File: src/rtl/apm_smi_pkg.sv
package apm_smi_pkg;

    typedef enum logic [0:0] {
        SMI_IDLE = 1'b0,
        SMI_FIRE = 1'b1
    } smi_state_e;

endpackage

File: src/rtl/apm_cfg_bank.sv
module apm_cfg_bank #(
    parameter int              ADDR_W    = 8,
    parameter logic [ADDR_W-1:0] BASE    = 8'h58,
    parameter int              COUNT     = 4,
    parameter int              STRAP_IDX = 3,
    parameter logic [7:0]      STRAP_VAL = 8'h02,
    parameter int              GATE_IDX  = 3,
    parameter int              GATE_BIT  = 1
) (
    input  logic              clk,
    input  logic              rst_n,
    input  logic              strap,
    input  logic              wr_en,
    input  logic [ADDR_W-1:0] addr,
    input  logic [7:0]        wdata,
    output logic [7:0]        rdata,
    output logic              gate_o
);

    localparam int IDX_W = (COUNT > 1) ? $clog2(COUNT) : 1;
    localparam logic [ADDR_W-1:0] LAST = BASE + ADDR_W'(COUNT - 1);

    logic [7:0]       bytes_q [COUNT];
    logic             hit;
    logic [IDX_W-1:0] idx;

    assign hit = (addr >= BASE) && (addr <= LAST);
    assign idx = IDX_W'(addr - BASE);

    for (genvar i = 0; i < COUNT; i++) begin : g_byte
        logic [7:0] rst_val;
        if (i == STRAP_IDX) begin : g_strap
            assign rst_val = strap ? STRAP_VAL : 8'h00;
        end else begin : g_plain
            assign rst_val = 8'h00;
        end

        always_ff @(posedge clk) begin
            if (!rst_n) begin
                bytes_q[i] <= rst_val;
            end else if (wr_en && hit && (idx == IDX_W'(i))) begin
                bytes_q[i] <= wdata;
            end
        end
    end

    assign rdata  = hit ? bytes_q[idx] : 8'h00;
    assign gate_o = bytes_q[GATE_IDX][GATE_BIT];

    // reset without strap empties the strap-controlled byte and its neighbours
    a_r7_reset_clear: assert property (@(posedge clk)
        (!rst_n && !strap) |=> (bytes_q[STRAP_IDX] == 8'h00 && bytes_q[0] == 8'h00));

    // strap selects the marked reset value
    a_r8_strap_reset: assert property (@(posedge clk)
        (!rst_n && strap) |=> (bytes_q[STRAP_IDX] == STRAP_VAL));

endmodule

File: src/rtl/apm_port_regs.sv
module apm_port_regs #(
    parameter int                ADDR_W   = 16,
    parameter logic [ADDR_W-1:0] CMD_ADDR = 16'h00B2,
    parameter logic [ADDR_W-1:0] STS_ADDR = 16'h00B3,
    parameter logic [7:0]        ON_CODE  = 8'hF1,
    parameter logic [7:0]        OFF_CODE = 8'hF0
) (
    input  logic              clk,
    input  logic              rst_n,
    input  logic              wr_en,
    input  logic [ADDR_W-1:0] addr,
    input  logic [7:0]        wdata,
    output logic [7:0]        rdata,
    output logic              sci_en,
    output logic              cmd_wr
);

    logic [7:0] cmd_q;
    logic [7:0] sts_q;
    logic       sci_q;
    logic       sts_wr;

    assign cmd_wr = wr_en && (addr == CMD_ADDR);
    assign sts_wr = wr_en && (addr == STS_ADDR);

    always_ff @(posedge clk) begin
        if (!rst_n) begin
            cmd_q <= 8'h00;
            sts_q <= 8'h00;
            sci_q <= 1'b0;
        end else begin
            if (cmd_wr) begin
                cmd_q <= wdata;
                if (wdata == ON_CODE) begin
                    sci_q <= 1'b1;
                end else if (wdata == OFF_CODE) begin
                    sci_q <= 1'b0;
                end
            end
            if (sts_wr) begin
                sts_q <= wdata;
            end
        end
    end

    always_comb begin
        if (addr == CMD_ADDR) begin
            rdata = cmd_q;
        end else if (addr == STS_ADDR) begin
            rdata = sts_q;
        end else begin
            rdata = 8'h00;
        end
    end

    assign sci_en = sci_q;

    a_r2_acpi_on: assert property (@(posedge clk) disable iff (!rst_n)
        (wr_en && addr == CMD_ADDR && wdata == ON_CODE) |=> sci_en);

    a_r3_acpi_off: assert property (@(posedge clk) disable iff (!rst_n)
        (wr_en && addr == CMD_ADDR && wdata == OFF_CODE) |=> !sci_en);

    a_r4_other_hold: assert property (@(posedge clk) disable iff (!rst_n)
        (wr_en && addr == CMD_ADDR && wdata != ON_CODE && wdata != OFF_CODE)
        |=> $stable(sci_en));

    a_r10_status_isolated: assert property (@(posedge clk) disable iff (!rst_n)
        (wr_en && addr == STS_ADDR) |=> ($stable(sci_en) && $stable(cmd_q)));

    a_r9_status_store: assert property (@(posedge clk) disable iff (!rst_n)
        (wr_en && addr == STS_ADDR) |=> (sts_q == $past(wdata)));

endmodule

File: src/rtl/apm_smi_fsm.sv
module apm_smi_fsm
    import apm_smi_pkg::*;
(
    input  logic clk,
    input  logic rst_n,
    input  logic cmd_wr,
    input  logic gate,
    output logic smi
);

    smi_state_e state_q;
    smi_state_e state_d;
    logic       fire;

    assign fire = cmd_wr && gate;

    always_ff @(posedge clk) begin
        if (!rst_n) begin
            state_q <= SMI_IDLE;
        end else begin
            state_q <= state_d;
        end
    end

    always_comb begin
        state_d = state_q;
        unique case (state_q)
            SMI_IDLE: if (fire)  state_d = SMI_FIRE;
            SMI_FIRE: if (!fire) state_d = SMI_IDLE;
            default:             state_d = SMI_IDLE;
        endcase
    end

    always_comb begin
        smi = 1'b0;
        unique case (state_q)
            SMI_IDLE: smi = 1'b0;
            SMI_FIRE: smi = 1'b1;
            default:  smi = 1'b0;
        endcase
    end

    a_r5_fire_next: assert property (@(posedge clk) disable iff (!rst_n)
        (cmd_wr && gate) |=> smi);

    a_r6_quiet_next: assert property (@(posedge clk) disable iff (!rst_n)
        !(cmd_wr && gate) |=> !smi);

    a_r1_reset_idle: assert property (@(posedge clk)
        !rst_n |=> !smi);

endmodule

File: src/rtl/apm_smi_ctrl.sv
module apm_smi_ctrl #(
    parameter int                    IO_ADDR_W    = 16,
    parameter logic [IO_ADDR_W-1:0]  CMD_PORT     = 16'h00B2,
    parameter logic [IO_ADDR_W-1:0]  STS_PORT     = 16'h00B3,
    parameter logic [7:0]            ACPI_ON      = 8'hF1,
    parameter logic [7:0]            ACPI_OFF     = 8'hF0,
    parameter int                    CFG_ADDR_W   = 8,
    parameter logic [CFG_ADDR_W-1:0] CFG_BASE     = 8'h58,
    parameter int                    CFG_COUNT    = 4,
    parameter int                    SMI_CFG_IDX  = 3,
    parameter int                    SMI_GATE_BIT = 1,
    parameter logic [7:0]            SMM_MARK     = 8'h02
) (
    input  logic                  clk,
    input  logic                  rst_n,
    input  logic                  smm_strap,
    input  logic                  io_wr_en,
    input  logic [IO_ADDR_W-1:0]  io_addr,
    input  logic [7:0]            io_wdata,
    output logic [7:0]            io_rdata,
    input  logic                  cfg_wr_en,
    input  logic [CFG_ADDR_W-1:0] cfg_addr,
    input  logic [7:0]            cfg_wdata,
    output logic [7:0]            cfg_rdata,
    output logic                  sci_en,
    output logic                  smi_pulse
);

    logic cmd_wr;
    logic smi_gate;

    apm_port_regs #(
        .ADDR_W   (IO_ADDR_W),
        .CMD_ADDR (CMD_PORT),
        .STS_ADDR (STS_PORT),
        .ON_CODE  (ACPI_ON),
        .OFF_CODE (ACPI_OFF)
    ) u_ports (
        .clk    (clk),
        .rst_n  (rst_n),
        .wr_en  (io_wr_en),
        .addr   (io_addr),
        .wdata  (io_wdata),
        .rdata  (io_rdata),
        .sci_en (sci_en),
        .cmd_wr (cmd_wr)
    );

    apm_cfg_bank #(
        .ADDR_W    (CFG_ADDR_W),
        .BASE      (CFG_BASE),
        .COUNT     (CFG_COUNT),
        .STRAP_IDX (SMI_CFG_IDX),
        .STRAP_VAL (SMM_MARK),
        .GATE_IDX  (SMI_CFG_IDX),
        .GATE_BIT  (SMI_GATE_BIT)
    ) u_cfg (
        .clk    (clk),
        .rst_n  (rst_n),
        .strap  (smm_strap),
        .wr_en  (cfg_wr_en),
        .addr   (cfg_addr),
        .wdata  (cfg_wdata),
        .rdata  (cfg_rdata),
        .gate_o (smi_gate)
    );

    apm_smi_fsm u_fsm (
        .clk    (clk),
        .rst_n  (rst_n),
        .cmd_wr (cmd_wr),
        .gate   (smi_gate),
        .smi    (smi_pulse)
    );

endmodule

File: config.mk
export PLATFORM = sky130hd
export DESIGN_NAME = apm_smi_ctrl
export DESIGN_NICKNAME = d
export VERILOG_FILES = /design/src/rtl/apm_smi_pkg.sv /design/src/rtl/apm_cfg_bank.sv /design/src/rtl/apm_port_regs.sv /design/src/rtl/apm_smi_fsm.sv /design/src/rtl/apm_smi_ctrl.sv
export SDC_FILE = /design/constraint.sdc
export NUM_CORES = 1
export LEC_CHECK = 0
export ABC_AREA = 0
export BUFFER_PORTS_ARGS = -buffer_cell sky130_fd_sc_hd__buf_4
export CAP_MARGIN = 10
export CORE_UTILIZATION = 47
export CTS_CLUSTER_DIAMETER = 80
export DETAILED_ROUTE_END_ITERATION = 8
export GPL_TIMING_DRIVEN = 0
export PLACE_DENSITY = 0.83
export SLEW_MARGIN = 40
export SYNTH_ARGS = -nofsm -noshare
export SYNTH_HDL_FRONTEND = slang
export SYNTH_SLANG_ARGS = --single-unit
File: constraint.sdc
create_clock -name clk -period 1.75 [get_ports clk]
set_input_delay 0.175 -clock clk [delete_from_list [all_inputs] [get_ports clk]]
set_output_delay 0.175 -clock clk [all_outputs]
set_load 0.005 [all_outputs]
# Word level (Yosys, flattened, before mapping)
# Memories as Yosys holds them, arrays and structs flattened.
# Index checks and enable logic that the tools add are counted.
op_classes:
  addsub: 1
  n_lt_le_gt_ge: 2
  n_eq_ne: 7
  muxes: 25
  bitwise_logic: 5
  reduce_logical: 12
ops:
  columns: ["op", "n"]
  rows:
  - ["$mux W8", 7]
  - ["$eq A16 B8 Y1 const B", 2]
  - ["$eq A8 B8 Y1 const B", 2]
  - ["$mux W1", 16]
  - ["$logic_and A1 B1 Y1", 9]
  - ["$ge A8 B7 Y1 const B", 1]
  - ["$le A8 B7 Y1 const B", 1]
  - ["$eq A2 B2 Y1 const B", 2]
  - ["$or A1 B1 Y1", 4]
  - ["$eq A2 B1 Y1 const B", 1]
  - ["$logic_not A2 Y1", 1]
  - ["$mux W2", 1]
  - ["$pmux W1 S2", 1]
  - ["$reduce_and A2 Y1", 1]
  - ["$reduce_bool A2 Y1", 1]
  - ["$sub A2 B1 Y2 const B", 1]
  - ["$not A1 Y1", 1]
word_totals:
  ff_bits: 18
  ramBits: 32
  input_bits: 45
  out_inout_bits: 18
  wordCells: 57
  memories: 1
mem_list:
  columns: ["memory", "depth", "width", "read_ports", "rd_clocked_by_memory_dff", "write_ports", "line_no", "source"]
  rows:
  - ["u_cfg.bytes_q", 4, 8, 2, 0, 4, "apm_cfg_bank.sv:23", "logic [7:0] bytes_q [COUNT];"]

# Depth between registers and ports, before layout
# Gate-level depths: netlist (run 1).
depth:
  word_depth: 8
  mapped_depth: 6

# Hierarchy
# Synthesis (run 1) repeated with hierarchy kept, for this count alone.
hier_totals:
  cells_unflattened: 198
  area_unflattened_um2: 2354.8
by_module_without_submodules:
  columns: ["mod", "n_inst", "cells_per_inst", "area_per_inst_um2", "seq_area_each_um2"]
  rows:
  - ["apm_cfg_bank", 1, 108, 1505.2, 960.9]
  - ["apm_port_regs", 1, 88, 823.3, 340.3]
  - ["apm_smi_fsm", 1, 2, 26.3, 20.0]

# Worst setup path after synthesis (run 1)
# No wires, ideal clock.
synth_path:
  path_type: "input port to flip-flop"
  start: "input cfg_addr[5]"
  end: "memory u_cfg.bytes_q[0][0] (enable)"
  setup_time_ns: 0.387
  arrival_time_ns: 1.461
  required_ns: 1.363
  path_slack_ns: -0.098
  cell_stages: 4
  path_cell_list: "nor4bb_1 > buf_2 > nand2_2 > o31ai_1"
synth_lines:
  columns: ["item", "line_no", "source"]
  rows:
  - ["start: declaration", "apm_smi_ctrl.sv:22", "input logic [CFG_ADDR_W-1:0] cfg_addr,"]
  - ["end: declaration", "apm_cfg_bank.sv:23", null]

==> results of run 1 <==
## cells in the mapped netlist (all sizes together) (3+ instances only)
| cell type | instances | share of area (%) |
|---|---|---|
| nand4 | 18 | 4.8 |
| dfxtp | 18 | 15 |
| clkbuf | 4 | 0.61 |
| and2 | 31 | 7.9 |
| edfxtp | 32 | 39 |
| nor4 | 3 | 2.0 |
| nand2 | 5 | 0.86 |
| o21ai | 18 | 3.6 |
| nor3 | 3 | 1.3 |
| a22o | 8 | 2.8 |
| a21oi | 17 | 3.4 |
| and3 | 8 | 2.0 |
| buf | 8 | 2.6 |
| nand3 | 3 | 0.81 |
| mux4 | 8 | 7.3 |
## tightest hold or removal path: stages
cell     delay, ps
buf_4          120
nand4_1         60
a21oi_1         60
## where the power goes
group          switching (mW)  leakage [nW]  internal [mW]  total, mW
clock network           0.353        0.0395          0.285      0.638
registers              0.0110         0.449           1.29       1.30
logic                   0.115         0.702          0.117      0.232
total                   0.479          1.19           1.69       2.17
## routing by layer
layer	vias up	wire length (um)	global-route usage [%]	share of wire, %
li1	927	-	-	-
met1	934	2250	25.6	40
met2	100	2860	35.7	51
met3	18	353	3.93	6.3
met4	0	128	8.60	2.3
met5	-	0	0	0
## what timing repair did
item,CTS,global route
pin swaps,0,2
endpoints found under the setup margin,39,16
resized for setup,5,0
buffers inserted,0,3
hold endpoints to repair,0,0
## layout make-up
cell class | count | share of cell area, %
flip-flops and latches | 50 | 41.8
multi-input cells | 138 | 34.9
repair buffers | 64 | 15.2
well taps | 70 | 2.77
clock buffers | 8 | 2.54
plain buffers | 12 | 2.50
inverters | 2 | 0.238
## cell families (layout without fill, tap and decap cells)
| family | count (synthesis) | count (layout) | share of synthesized area (%) |
|---|---|---|---|
| buffers and inverters | 14 | 86 | 3.50 |
| multiplexers | 9 | 9 | 7.75 |
| flip-flops | 50 | 50 | 53.5 |
| AND/OR/NAND/NOR | 83 | 83 | 24.3 |
| AO/OA/AOI/OAI | 46 | 46 | 10.9 |
## worst max-delay path by stage
stage                                         to  slack [ps]  cells past startpoint
3_5_place_dp   u_cfg.bytes_q[0][7]$_SDFFCE_PN0P_        -390                      5
5_1_grt        u_cfg.bytes_q[1][2]$_SDFFCE_PN0P_          -8                      5
3_3_place_gp   u_cfg.bytes_q[1][0]$_SDFFCE_PN0P_        -650                      5
2_1_floorplan  u_cfg.bytes_q[0][0]$_SDFFCE_PN0P_        -100                      4
6_report                            cfg_rdata[1]          70                      3
4_1_cts                             cfg_rdata[1]          40                      3
## flip-flops by register name (all words and copies together), names as in the netlist
| register | cells |
|---|---|
| u_cfg.bytes_q | 32 |
| u_ports.cmd_q | 8 |
| u_ports.sts_q | 8 |
| u_fsm.state_q | 1 |
| u_ports.sci_en | 1 |
## stage by stage
| step | std cells | setup slack (ps) | TNS [ps] | power [mW] |
|---|---|---|---|---|
| 4_1_cts | 341 | 39.6 | 0 | 2.16 |
| 3_3_place_gp | 333 | -650 | -17570 | 1.54 |
| 6_report | 344 | 71.4 | 0 | 2.17 |
| 2_1_floorplan | 202 | -97.6 | -2160 | 1.42 |
| 5_1_grt | 344 | -7.79 | -25.7 | 2.23 |
| 3_5_place_dp | 333 | -392 | -12130 | 1.55 |
==> run summary, run 1 <==
commonest non-fill, non-tap cell in the layout: buf_4
Antenna Cells: 0
gr ovfl total: 0
Worst EP required: 1570 ps
Final Util: 62.2%
hold_buf cts: 0
final-report hold violation count: 0
Global Route Usage Sum: 20.8%
Buffers on Ports: 61
CP Class: reg -> out
CP max-delay cell: mux4_2
Clock Sink Count: 50
Worst Skew: 0.868 ps
I/O Pins: 63
Syn Inst Count: 202
gpl congestion: 0.843
die area: 5550 um^2
number of global-route vias before repair: 1810
worst vdd ir: 0.305 mV
final worst path period need: 1680 ps
Worst Hold Launch: io_wdata[4]
Crit path buffers/inverters: 1
Final Setup Violations: 0
fillers: 440
Die Y: 74.5 um
Hold EP: u_ports.sts_q[4]$_SDFFE_PN0P_
Core ar.: 5070 um^2
Post-synth EDFFs: 32
Max-Slew Margin vs Limit: 64.6%
CP top delay family: multiplexers
Yosys reg bits: 50
share of post-route cells with drive strength above 1: 37.2%
Skew-Pair Late Insertion Delay: 300 ps
max-cap violation count: 0
CP Launch Point: u_cfg.bytes_q[3][1]$_DFFE_PP_
initial cell density of the core: 48.7%
post-layout net count: 318
Worst-Margin Slew: 531 ps
Cell Area, Synth: 2470 um^2
row count: 26
Slew Limit Fails: 0
cts bufs inserted: 5
min-delay worst type: in -> reg
Critical Path AT: 1500 ps
most frequent cells in the layout: buf_4, edfxtp_1, and2_1
pwr/cell area: 687 nW/um^2
placed cell area: 3030 um^2
Vias/cell: 5.75
pin count of the biggest net entering global routing: 15
Final ANT Viol Nets: 0
die width: 74.5 um
initial antenna violation count: 0
CP peak stage delay: 480 ps
final period utilization: 95.9%
Final Cell Area: 3160 um^2
CP Cell Sequence: mux4_2 > and3_1 > buf_4
critical path capture point type: output port
ys async rst share: 0%
hold slack: 158 ps
r2r endpoint: u_fsm.state_q$_SDFF_PN0_
Most used DFF post-synth: edfxtp_1
hpwl dp: 3.99 mm
yosys warns: 0
Synthesized Nets: 247
Reg2Reg Setup Slack: 900 ps
global-route wire length before repair: 8.39 mm
number of distinct library cells after synthesis: 39
sequential area share after synthesis: 53.5%
DR pass1 iterations: 5
routed wire length: 5.59 mm
footprint of the multi-input gates: 1100 um^2
WL/cell: 16.2 um
DR iter-0 viols: 118
# DRC: 0
crit-path max FO: 2
r2r worst-path depth: 3
static leakage: 1.19 nW
area grow syn2layout: 27.9%
clock root cell: clkbuf_8
Reg-to-Reg Start: u_cfg.bytes_q[3][1]$_DFFE_PP_
maximum clock rate: 0.596 GHz
Max Buffers Root-to-Sink: 2
Worst-path clk slew: 80 ps
RSZ-0062 raised after global routing: true
Worst setup SP type: flip-flop
# H-tree levels: 2
register area: 1320 um^2
overall via count from detail_route: 1979
outcome: complete, no violations
WHS Path Cells: 3
syn_area_per_cell: 12.2 um^2
TritonCTS clock tree: built
(Power assumes the default switching activity.)
==> run 2, diff against run 1 <==
- ABC_AREA: 0 -> 1
- CORE_UTILIZATION: 47 -> 48
- PLACE_DENSITY: 0.83 -> 0.84
==> run summary, run 2 <==
final setup margin: 263 ps (was 71.4 ps)
Most used DFF post-synth: edfxtp_1 (unchanged)
sequential area share after synthesis: 53.1% (was 53.5%)
Skew-Pair Late Insertion Delay: 290 ps (was 300 ps)
Reg-to-Reg Start: u_ports.sts_q[4]$_SDFFE_PN0P_ (was u_cfg.bytes_q[3][1]$_DFFE_PP_)
Critical Path AT: 1310 ps (was 1500 ps)
hold_buf cts: 0 (unchanged)
largest registers: u_cfg.bytes_q: 32 flops, u_ports.cmd_q: 8 flops, u_ports.sts_q: 8 flops (unchanged)
Post-synth EDFFs: 32 (unchanged)
Final ANT Viol Nets: 0 (unchanged)
Antenna Cells: 0 (unchanged)
Worst Hold Launch: io_wdata[2] (was io_wdata[4])
Max-Slew Margin vs Limit: 61.7% (was 64.6%)
critical path capture point type: output port (unchanged)
Area contributors post-synth: edfxtp_1, dfxtp_1, nand2_1 (was edfxtp_1, dfxtp_1, and2_1)
DP Worst Slack: 30.9 ps (was -392 ps)
number of global-route vias before repair: 1992 (was 1810)
CP Class: in -> out (was reg -> out)
DR iter-0 viols: 173 (was 118)
initial antenna violation count: 0 (unchanged)
final-report hold violation count: 0 (unchanged)
Worst-path clk slew: 80 ps (about the same)
yosys warns: 0 (unchanged)
pwr/cell area: 690 nW/um^2 (was 687 nW/um^2)
outcome: complete, no violations (unchanged)
crit-path max FO: 10 (was 2)
overall via count from detail_route: 2110 (was 1979)
CP Launch Point: cfg_addr[1] (was u_cfg.bytes_q[3][1]$_DFFE_PP_)
RSZ-0062 raised after global routing: false (was true)
setup TNS: 0 ps (unchanged)
post-layout net count: 390 (was 318)
share of post-route cells with drive strength above 1: 28.9% (was 37.2%)
fillers: 415 (was 440)
Synth top area share: 38.6% (was 38.9%)
maximum clock rate: 0.673 GHz (was 0.596 GHz)
initial cell density of the core: 51.3% (was 48.7%)
most flop-heavy register: u_cfg.bytes_q (unchanged)
number of distinct library cells after synthesis: 26 (was 39)
ys async rst share: 0% (unchanged)
routed wire length: 5.49 mm (was 5.59 mm)
Final Setup Violations: 0 (unchanged)
max reg flops: 32 (unchanged)
Final Cell Area: 3110 um^2 (was 3160 um^2)
gpl congestion: 0.932 (was 0.843)
Worst EP required: 1570 ps (about the same)
gr ovfl total: 0 (unchanged)
post-cts resize count: 0 (was 5)
static leakage: 1.33 nW (was 1.19 nW)
most frequent cells in the layout: nand2_1, buf_4, nor2_1 (was buf_4, edfxtp_1, and2_1)
TritonCTS clock tree: built (unchanged)
final worst path period need: 1490 ps (was 1680 ps)
min-delay worst type: in -> reg (unchanged)
cts bufs inserted: 5 (unchanged)
Worst-Margin Slew: 575 ps (was 531 ps)
Cell Area, Synth: 2490 um^2 (was 2470 um^2)
Vias/cell: 5.11 (was 5.75)
Worst setup SP type: primary input (was flip-flop)
Max Buffers Root-to-Sink: 2 (unchanged)
die width: 74.0 um (was 74.5 um)
area grow syn2layout: 25.1% (was 27.9%)
hpwl dp: 3.93 mm (was 3.99 mm)
placed cell area: 3030 um^2 (about the same)
global-route wire length before repair: 8.96 mm (was 8.39 mm)
Slew Limit Fails: 0 (unchanged)
Synthesized Nets: 322 (was 247)
Synth top cells by count: nand2_1, nor2_1, edfxtp_1 (was edfxtp_1, and2_1, dfxtp_1)
area leader, netlist: edfxtp_1 (unchanged)
Worst Skew: 1.15 ps (was 0.868 ps)
Yosys reg bits: 50 (unchanged)
Die Y: 74.0 um (was 74.5 um)
# H-tree levels: 2 (unchanged)
commonest non-fill, non-tap cell in the layout: nand2_1 (was buf_4)
final period utilization: 85.0% (was 95.9%)
Post-CTS Setup Bufs: 0 (unchanged)
I/O Pins: 63 (unchanged)
DR pass1 iterations: 5 (unchanged)
# DRC: 0 (unchanged)
Global Route Usage Sum: 22.3% (was 20.8%)
WL/cell: 13.3 um (was 16.2 um)
Buffers on Ports: 61 (unchanged)
row count: 25 (was 26)
max-cap violation count: 0 (unchanged)
clock root cell: clkbuf_8 (unchanged)
Core ar.: 4850 um^2 (was 5070 um^2)
syn_area_per_cell: 8.98 um^2 (was 12.2 um^2)
top-count cell post-synth: nand2_1 (was edfxtp_1)
worst vdd ir: 0.419 mV (was 0.305 mV)
die area: 5480 um^2 (was 5550 um^2)
Syn Inst Count: 277 (was 202)
Clock Sink Count: 50 (unchanged)
pin count of the biggest net entering global routing: 16 (was 15)
==> run 2: worst paths after layout <==
path / end / slack (ps) / cells after the start
setup / recovery: cfg_rdata[2] / 260 / 5
hold / removal: u_ports.sts_q[2]$_SDFFE_PN0P_ / 140 / 3
setup reg to reg: u_ports.sts_q[4]$_SDFFE_PN0P_ / 1100 / 2
hold reg to reg: u_ports.cmd_q[3]$_SDFFE_PN0P_ / 470 / 2
==> run 2: kinds of logic after synthesis <==
logic type	synth area share (%)
buf+inv	6.54
flops	53.1
simple gates	30.6
compound gates	9.80
==> run 2: cell type report <==
type	instances	area, um^2	share of cell area (%)
Buffer	5	41.3	1.33
Clock buffer	6	72.6	2.33
Clock inverter	2	10.0	0.322
Inverter	31	121	3.90
Multi-Input combinational cell	191	1000	32.3
Sequential cell	50	1320	42.4
Tap cell	67	83.8	2.69
Timing Repair Buffer	61	458	14.7
==> run 2: metrics by stage <==
stage               util [%]  hold slack [ps]  power (mW)  instances
detailed placement      62.5              453        1.54        405
global placement        62.5              449        1.54        405
global route            64.2              154        2.23        413
CTS                     64.2              135        2.17        413
floorplan                  -              318        1.43        277
finish                  64.2              144        2.15        413
==> run 2: critical path, cell delays in order <==
cell     delay [ps]
buf_4           130
nor2_2          460
a22oi_1         180
a21oi_1         220
buf_4           140
==> run 2: power breakdown <==
part	total [mW]	internal, mW	leakage (nW)	switching (mW)
clock	0.631	0.278	0.0450	0.354
combinational	0.216	0.0950	0.836	0.121
sequential	1.30	1.29	0.449	0.0115
total	2.15	1.66	1.33	0.486
==> run 2: per-layer routing <==
metal  vias to the layer above  share of wire [%]  global-route usage (%)
li1                       1058                  -                       -
met1                       968                 40                    28.1
met4                         0                1.7                    10.3
met5                         -                  0                       0
met2                        78                 51                    37.9
met3                         6                6.7                    3.25
==> run 3, diff against run 2 <==
- clock period: 1.75 -> 1.3 ns (I/O delays scaled with it)
==> run summary, run 3 (synthesis results as in run 2) <==
CP Cell Sequence: a22oi_2 > a31oi_2 > buf_4 (was buf_4 > nor2_2 > a22oi_1 > a21oi_1 > buf_4)
Reg-to-Reg Start: u_ports.sts_q[4]$_SDFFE_PN0P_ (unchanged)
Worst-path clk slew: 80 ps (about the same)
max-cap violation count: 0 (unchanged)
initial antenna violation count: 0 (unchanged)
# DRC: 0 (unchanged)
pin count of the biggest net entering global routing: 16 (unchanged)
die width: 74.0 um (unchanged)
CP Class: reg -> out (was in -> out)
Slew Limit Fails: 0 (unchanged)
number of global-route vias before repair: 2012 (was 1992)
Vias/cell: 5.10 (was 5.11)
RSZ-0062 raised after global routing: true (was false)
overall via count from detail_route: 2120 (was 2110)
commonest non-fill, non-tap cell in the layout: buf_4 (was nand2_1)
final period utilization: 97.3%
Final Setup Violations: 0 (unchanged)
Antenna Cells: 0 (unchanged)
TritonCTS clock tree: built (unchanged)
maximum clock rate: 0.790 GHz
DP Worst Slack: -374 ps (was 30.9 ps)
Worst-Margin Slew: 422 ps (was 575 ps)
worst vdd ir: 0.575 mV (was 0.419 mV)
outcome: complete, no violations (unchanged)
Max-Slew Margin vs Limit: 71.8% (was 61.7%)
Worst setup SP type: flip-flop (was primary input)
Global Route Usage Sum: 22.4% (was 22.3%)
critical path capture point type: output port (unchanged)
final setup margin: 34.7 ps (was 263 ps)
most flop-heavy register: u_cfg.bytes_q (unchanged)
Die Y: 74.0 um (unchanged)
Critical Path AT: 1140 ps (was 1310 ps)
global-route wire length before repair: 9.02 mm (was 8.96 mm)
Core ar.: 4850 um^2 (unchanged)
Worst EP required: 1170 ps (was 1570 ps)
Clock Sink Count: 50 (unchanged)
crit-path max FO: 1 (was 10)
CP max-delay cell: edfxtp_1 (was nor2_2)
min-delay worst type: in -> reg (unchanged)
die area: 5480 um^2 (unchanged)
Skew-Pair Late Insertion Delay: 290 ps (about the same)
largest registers: u_cfg.bytes_q: 32 flops, u_ports.cmd_q: 8 flops, u_ports.sts_q: 8 flops (unchanged)
gpl congestion: 0.932 (unchanged)
DR pass1 iterations: 4 (was 5)
most frequent cells in the layout: buf_4, nand2_1, nor2_1 (was nand2_1, buf_4, nor2_1)
Buffers on Ports: 61 (unchanged)
DR iter-0 viols: 146 (was 173)
gr ovfl total: 0 (unchanged)
cts bufs inserted: 5 (unchanged)
CP peak stage delay: 400 ps (was 460 ps)
initial cell density of the core: 51.3% (unchanged)
row count: 25 (unchanged)
Final ANT Viol Nets: 0 (unchanged)
static leakage: 1.34 nW (was 1.33 nW)
post-layout net count: 393 (was 390)
share of post-route cells with drive strength above 1: 32.7% (was 28.9%)
pwr/cell area: 915 nW/um^2 (was 690 nW/um^2)
# H-tree levels: 2 (unchanged)
Worst Skew: 3.94 ps (was 1.15 ps)
Final Util: 65.8% (was 64.2%)
I/O Pins: 63 (unchanged)
Design Power: 2.92 mW (was 2.15 mW)
final-report hold violation count: 0 (unchanged)
hpwl dp: 3.93 mm (unchanged)
WL/cell: 13.4 um (was 13.3 um)
CP Launch Point: u_cfg.bytes_q[0][1]$_SDFFCE_PN0P_ (was cfg_addr[1])
max reg flops: 32 (unchanged)
CP top delay family: flip-flops (was simple AND/OR/NAND/NOR gates)
routed wire length: 5.59 mm (was 5.49 mm)
Max Buffers Root-to-Sink: 2 (unchanged)
Worst Hold Launch: io_wdata[2] (unchanged)
final worst path period need: 1270 ps
area grow syn2layout: 28.2% (was 25.1%)
clock root cell: clkbuf_8 (unchanged)
Crit path buffers/inverters: 1 (was 2)
==> run 3: changes by cell type in the layout (fill, tap and decap cells not counted), moves of 3 or more <==
cell and delta:
a22oi_1 -4, a22oi_2 +4, nand2_1 -4, nand2_2 +4
buf_4 +3
==> run 3: worst register-to-register path, stage by stage (launching register included) <==
cell,delay (ps)
dfxtp_1,330
nand2_1,70
a21oi_1,170
==> run 3: worst paths after layout <==
kind / end / slack (ps) / cells after the start
max reg2reg: u_ports.sts_q[4]$_SDFFE_PN0P_ / 650 / 2
min: u_ports.sts_q[2]$_SDFFE_PN0P_ / 100 / 3
max: cfg_rdata[1] / 30 / 3
min reg2reg: u_ports.cmd_q[2]$_SDFFE_PN0P_ / 470 / 2
==> run 3: layout make-up <==
cell class / count / area, um^2
clock buffers: 6 / 72.6
well taps: 67 / 83.8
clock inverters: 2 / 10.0
fillers: 405 / 1660
multi-input cells: 191 / 1050
inverters: 31 / 129
repair buffers: 64 / 480
flip-flops and latches: 50 / 1320
plain buffers: 5 / 41.3
==> run 3: through the flow <==
step           instance area [um^2]  std cells  setup TNS (ps)  hold WS (ps)
4_1_cts                        3140        414               0          89.8
6_report                       3190        416               0          96.1
3_5_place_dp                   3030        405          -12930           411
2_1_floorplan                  2490        277               0           273
3_3_place_gp                   3030        405          -10490           404
5_1_grt                        3190        416           -58.2           109
==> run 3: timing repair <==
| item | 4_1_cts | 5_1_grt |
|---|---|---|
| pin swaps | 1 | 3 |
| hold buffers | 0 | 0 |
| setup buffers | 1 | 2 |
| gates resized for setup | 6 | 7 |
| endpoints found under the setup margin | 48 | 9 |
==> run 3: power by group <==
| part | internal, mW | total (mW) | switching (mW) | leakage [nW] |
|---|---|---|---|---|
| combinational | 0.135 | 0.308 | 0.173 | 0.850 |
| clock | 0.374 | 0.858 | 0.484 | 0.0450 |
| sequential | 1.73 | 1.75 | 0.0176 | 0.449 |
==> run 3: per-layer routing <==
layer	up-vias	global-route usage (%)	wire length, um
met4	0	10.3	93
met3	6	3.25	417
met1	970	27.8	2220
li1	1061	-	-
met2	83	38.6	2860
met5	-	0	0
